--- config.mk ---
export PLATFORM = sky130hd
export DESIGN_NAME = ow_slot_responder
export DESIGN_NICKNAME = d
export VERILOG_FILES = /design/src/rtl/ow_slot_responder.sv
export SDC_FILE = /design/constraint.sdc
export NUM_CORES = 1
export LEC_CHECK = 0
export BUFFER_PORTS_ARGS = -buffer_cell sky130_fd_sc_hd__buf_2
export CAP_MARGIN = 20
export CORE_ASPECT_RATIO = 1.25
export CORE_MARGIN = 2
export CORE_UTILIZATION = 60
export CTS_CLUSTER_SIZE = 25
export DETAILED_ROUTE_END_ITERATION = 8
export GPL_ROUTABILITY_DRIVEN = 1
export PLACE_DENSITY = 0.81
export SLEW_MARGIN = 20
export SYNTH_ARGS = -nofsm -noshare
export SYNTH_HDL_FRONTEND = slang
export SYNTH_SLANG_ARGS = --single-unit
--- constraint.sdc ---
create_clock -name clk -period 3.7 [get_ports clk]
set_input_delay 0.74 -clock clk [delete_from_list [all_inputs] [get_ports clk]]
set_output_delay 0.74 -clock clk [all_outputs]
set_load 0.005 [all_outputs]
--- src/rtl/ow_slot_responder.sv ---
module ow_slot_responder #(
  parameter int unsigned CLK_HZ    = 50_000_000,
  parameter int unsigned SAMPLE_US = 30,
  parameter int unsigned HOLD_US   = 45,
  parameter int unsigned SLOT_US   = 60
) (
  input  logic clk,
  input  logic rst_n,
  input  logic bus_in,
  input  logic mode_tx,
  input  logic tx_valid,
  input  logic tx_bit,
  output logic tx_ready,
  output logic rx_valid,
  output logic rx_bit,
  output logic pull_low
);
  localparam int unsigned CYC_PER_MS = CLK_HZ / 1000;
  localparam int unsigned SAMPLE_CYC = CYC_PER_MS * SAMPLE_US / 1000;
  localparam int unsigned HOLD_CYC   = CYC_PER_MS * HOLD_US / 1000;
  localparam int unsigned SLOT_CYC   = CYC_PER_MS * SLOT_US / 1000;
  localparam int unsigned CW         = $clog2(SLOT_CYC + 1);
  localparam logic [CW-1:0] SAMPLE_LAST = CW'(SAMPLE_CYC - 1);
  localparam logic [CW-1:0] HOLD_LAST   = CW'(HOLD_CYC - 1);
  localparam logic [CW-1:0] SLOT_LAST   = CW'(SLOT_CYC - 1);

  typedef enum logic [1:0] {ST_IDLE, ST_SLOT, ST_REARM} st_t;

  st_t           st;
  logic [CW-1:0] cnt;
  logic          s1, s2, s_prev;
  logic          tx_slot;
  logic          fall;

  assign fall     = s_prev & ~s2;
  assign tx_ready = (st == ST_IDLE) & fall & mode_tx;

  always_ff @(posedge clk or negedge rst_n) begin
    if (!rst_n) begin
      s1       <= 1'b1;
      s2       <= 1'b1;
      s_prev   <= 1'b1;
      st       <= ST_IDLE;
      cnt      <= '0;
      tx_slot  <= 1'b0;
      pull_low <= 1'b0;
      rx_valid <= 1'b0;
      rx_bit   <= 1'b0;
    end else begin
      s1       <= bus_in;
      s2       <= s1;
      s_prev   <= s2;
      rx_valid <= 1'b0;
      case (st)
        ST_IDLE: begin
          if (fall) begin
            st       <= ST_SLOT;
            cnt      <= '0;
            tx_slot  <= mode_tx;
            pull_low <= mode_tx & tx_valid & ~tx_bit;
          end
        end
        ST_SLOT: begin
          cnt <= cnt + 1'b1;
          if (!tx_slot && cnt == SAMPLE_LAST) begin
            rx_valid <= 1'b1;
            rx_bit   <= s2;
          end
          if (cnt == HOLD_LAST) pull_low <= 1'b0;
          if (cnt == SLOT_LAST) st <= ST_REARM;
        end
        ST_REARM: begin
          if (s2) st <= ST_IDLE;
        end
        default: st <= ST_IDLE;
      endcase
    end
  end


  pull_start_chk: assert property (@(posedge clk) disable iff (!rst_n)
    $rose(pull_low) |-> $past(fall && mode_tx));


  pull_window_chk: assert property (@(posedge clk) disable iff (!rst_n)
    pull_low |-> (st == ST_SLOT && tx_slot && cnt <= HOLD_LAST));


  rx_strobe_chk: assert property (@(posedge clk) disable iff (!rst_n)
    rx_valid |=> !rx_valid);


  rx_mode_chk: assert property (@(posedge clk) disable iff (!rst_n)
    rx_valid |-> !tx_slot);


  tx_take_chk: assert property (@(posedge clk) disable iff (!rst_n)
    tx_ready |=> (st == ST_SLOT));


  rearm_hold_chk: assert property (@(posedge clk) disable iff (!rst_n)
    (st == ST_REARM && !s2) |=> (st == ST_REARM));


  inslot_edge_chk: assert property (@(posedge clk) disable iff (!rst_n)
    (st == ST_SLOT && fall && cnt != SLOT_LAST) |=> (st == ST_SLOT && cnt != '0));
endmodule

Word level (Yosys, flattened, before mapping)

Index checks and enable logic that the tools add are counted.

Add/sub/neg operators: 1
Equality and inequality tests: 9
Muxes and demuxes: 11
Bitwise gates (word level): 7
Reduce and logical (&&, ||, !) cells: 9

Operators by type and width:

| kind                                                  | count |
|---|---|
| equality test 12 bit, second input constant           | 2 |
| case mux 12 bit (2 select lines)                      | 1 |
| adder 12 x 1 -> 12 bit, second input constant         | 1 |
| equality test 12 x 11 -> 1 bit, second input constant | 1 |
| two-way mux 12 bit                                    | 1 |
| inequality test 2 bit, second input constant          | 4 |
| two-way mux 2 bit                                     | 3 |
| case mux 2 bit (3 select lines)                       | 1 |
| AND reduction 2 bit                                   | 3 |
| AND reduction 3 bit                                   | 2 |
| AND 1 bit                                             | 5 |
| two-way mux 1 bit                                     | 4 |
| equality test 2 x 1 -> 1 bit, second input constant   | 1 |
| equality test 2 bit, second input constant            | 1 |
| logical NOT 2 bit                                     | 1 |
| NOT 1 bit                                             | 2 |
| case mux 1 bit (2 select lines)                       | 1 |
| nonzero test 2 bit                                    | 1 |
| logical AND 1 bit                                     | 1 |
| logical NOT 1 bit                                     | 1 |

Bits in registers: 21
Input bits: 6
Output and inout port bits: 4
Word-level logic and storage cells: 46

Depth between registers and ports, before layout

Depth in word-level cells: 4
Gate-level depth with buffers: 5
Depth with buffers taken out: 5

Least setup slack after synthesis

OpenSTA, ideal clock, no wires.

Path kind: flip-flop to output port
From: register s_prev
To: output tx_ready
Arrival: 1105 ps
Required time: 2960 ps
Path slack: 1855 ps
Stages on the path, launching flop included: 3
Buffers on the path: 0
Cells stage by stage: dfstp_2 > or4b_4 > nor2_1

Longest elaborated chain between the ends: 3

RTL lines:

| what                   | RTL line | source |
|---|---|---|
| from (decl)            | 31       | `logic s1, s2, s_prev;` |
| from (signal assigned) | 42       | `s_prev <= 1'b1;` |
| from (signal assigned) | 52       | `s_prev <= s2;` |
| AND 1 bit              | 35       | `assign fall = s_prev & ~s2;` |
| AND 1 bit (2 in a row) | 36       | `assign tx_ready = (st == ST_IDLE) & fall & mode_tx;` |
| to (decl)              | 13       | `output logic tx_ready,` |

No other way between the ends.

Final worst setup path

Same ends and word-level chain as after synthesis.

==> impl_metrics.env <==
export IMPL_outcome="completed"
export IMPL_r2r_cells=4
export IMPL_synth_seq_cells=21
export IMPL_vias_per_cell=6.10
export IMPL_synth_area_per_cell_um2=10.5
export IMPL_synthXorXnorAreaFrac_pct=0
export IMPL_synth_edf_count=0
export IMPL_synth_simple_area_share_pct=25.2
export IMPL_drv_slew=0
export IMPL_grt_pass1_wl_um=3140
export IMPL_cts_resized=0
export IMPL_netlist_top_cells_area="dfrtp_1, dfstp_2, mux2i_1, nand2_1, ha_1"
export IMPL_drc_errors=0
export IMPL_period_minus_slack_ps=2410
export IMPL_clk_pin_slew_worst_paths_ps=120
export IMPL_yosys_area_top_type="dfrtp_1"
export IMPL_numCtsBuffers=3
export IMPL_drt_pass1_iter_count=4
export IMPL_startpoint_type="flip-flop"
export IMPL_synth_cells=96
export IMPL_p_leak_nw=0.536
export IMPL_holdWs_ps=352
export IMPL_num_rows=16
export IMPL_grt_overflow=0
export IMPL_wl_per_cell_um=14.0
export IMPL_fin_nets=118
export IMPL_cp_slowest_cell="or4b_4"
export IMPL_antenna_cells=0
export IMPL_synthTopCellsByCount="dfrtp_1, nand2_1, mux2i_1, nand3_1"
export IMPL_ys_flop_type="dfrtp_1"
export IMPL_synth_fa_ha_area_share_pct=3.74
export IMPL_max_vdd_ir_drop_uv=356
export IMPL_io_pins=10
export IMPL_clock_latency_ps=310
export IMPL_worstSetupEndpoint="tx_ready"
export IMPL_r2r_start="cnt[2]"
export IMPL_rsz0062_at_grt="no"
export IMPL_cts_tree="done"
export IMPL_die_w_um=40.6
export IMPL_yosysSeqAreaShare_pct=52.7
export IMPL_postRouteWirelength_um=1770
export IMPL_setup_viol=0
export IMPL_synth_top_area_share_pct=44.9
export IMPL_maxCapViolations=0
export IMPL_cts_hold_buf=0
export IMPL_place_congestion=0.830
export IMPL_cp_end_kind="primary output"
export IMPL_yosysWarningCount=0
export IMPL_final_core_util_pct=70.0
export IMPL_die_area_um2=2020
export IMPL_cp_required_ps=2960
export IMPL_slowest_delay_ps=550
export IMPL_clock_fmax_ghz=0.415
export IMPL_cp_cell_sequence="or4b_4 -> nor2_1 -> buf_2"
export IMPL_cp_arrival_ps=1670
export IMPL_clkSinkCount=21
export IMPL_die_y_um=49.7
export IMPL_finClkSkew_ps=11.7
export IMPL_fp_coreArea_um2=1560
export IMPL_startpoint="s_prev"
export IMPL_track_usage_pct=22.1
export IMPL_drt_iter0_markers=13
export IMPL_dp_hpwl_um=1290
export IMPL_synth_area_mux_share_pct=9.23
export IMPL_initial_core_util_pct=64.3
export IMPL_fin_total_pwr_mw=0.547
export IMPL_max_slew_margin_pct=70.8
export IMPL_area_growth_pct=8.85
export IMPL_yosysMostFrequentCell="dfrtp_1"
export IMPL_port_buffers=9
export IMPL_antenna_found_initial=0
export IMPL_synth_fp_nets=105
export IMPL_first_global_vias=720
export IMPL_powerDensity_nw_per_um2=501
export IMPL_synth_compound_area_share_pct=7.11
export IMPL_worstSetupPathType="flip-flop to primary output"
export IMPL_hold_violations=0
export IMPL_fillers=112
export IMPL_netlist_area_um2=1000
export IMPL_hold_class="input pin to asynchronous set/reset pin"
export IMPL_async_reset_ff_share_pct=100
export IMPL_ant_nets=0
export IMPL_via_count=769
export IMPL_rr_endpoint="pull_low"
export IMPL_synth_top_family_by_area="simple AND/OR/NAND/NOR gates"
export IMPL_grt_max_degree=22
export IMPL_rrSetupSlack_ps=2030
export IMPL_cts_htree_levels=1
export IMPL_drive_gt1_share_pct=18.5
export IMPL_cts_path_max_buffers=2
export IMPL_tightest_slew_ps=439
export IMPL_clockRootBuffer="clkbuf_4"
export IMPL_ys_types=30
export IMPL_fin_setup_tns_ps=0
export IMPL_post_cts_buffers=0
export IMPL_crit_fanout=14
export IMPL_period_share_pct=65.1
==> layout by cell type, fill, tap and decap left out, types with 2 or more instances in the layout <==
cell,synthesis,layout
dfrtp_1,18,18
and3_1,2,2
nand3_1,7,7
clkbuf_4,0,3
nand4_1,5,5
buf_2,1,9
nor3_1,2,2
o21ai_0,5,5
nor2_1,5,5
mux2i_1,7,7
ha_1,3,3
o21ai_1,2,2
inv_1,4,4
and4_1,2,2
dfstp_2,3,3
nand2_1,15,15
==> registers in the layout, summed over array words and instances, names as in the netlist <==
name,cells
cnt,12
pull_low,1
rx_bit,1
rx_valid,1
s1,1
s2,1
s_prev,1
st,2
tx_slot,1
==> how the worst min path moves through the flow <==
| stage | cells past startpoint | start | to |
|---|---|---|---|
| finish | 1 | rst_n | cnt[7] |
| global route | 0 | s1 | s2 |
| CTS | 0 | s1 | s2 |
| detailed placement | 0 | s1 | s2 |
| global placement | 0 | s1 | s2 |
| floorplan | 0 | s1 | s2 |
==> critical path, delay by kind of cell (launching register included) <==
family	cells	cell delay, ps
AND/OR/NAND/NOR	2	720
buffers and inverters	1	130
flip-flops	1	520
==> kinds of logic after synthesis <==
family                   Yosys count
AO/OA/AOI/OAI                     12
adder cells (fa/ha/maj)            3
buffers and inverters              5
flip-flops                        21
multiplexers                       9
AND/OR/NAND/NOR                   46
==> per-layer routing <==
layer / share of wire, % / wire length [um] / track usage (%) / vias up
met2: 48 / 854 / 32.3 / 33
met3: 6.2 / 109 / 3.15 / 7
met1: 43 / 760 / 31.8 / 359
met4: 2.4 / 42 / 10.0 / 0
met5: 0 / 0 / 0 / -
li1: - / - / - / 370
==> power breakdown <==
part | internal (mW) | total [mW] | switching [mW]
Sequential | 0.271 | 0.333 | 0.0624
Combinational | 0.0460 | 0.105 | 0.0589
Clock | 0.0421 | 0.109 | 0.0670
==> metrics by stage <==
| step | cells | area, um^2 | worst slack (ps) |
|---|---|---|---|
| final | 126 | 1090 | 1290 |
| after global routing | 126 | 1090 | 1240 |
| after CTS | 126 | 1090 | 1290 |
| after detailed placement | 122 | 1070 | 1620 |
| after global placement | 122 | 1070 | 1660 |
| after floorplan | 96 | 1000 | 1850 |
==> final cells by class <==
cell class / instances / area (um^2) / share of cell area, %
clock buffers: 4 / 26.3 / 2.41
inverters: 4 / 15.0 / 1.37
multi-input cells: 70 / 454 / 41.6
flip-flops and latches: 21 / 529 / 48.5
well taps: 18 / 22.5 / 2.06
repair buffers: 9 / 45.0 / 4.12
(Power assumes the default switching activity.)
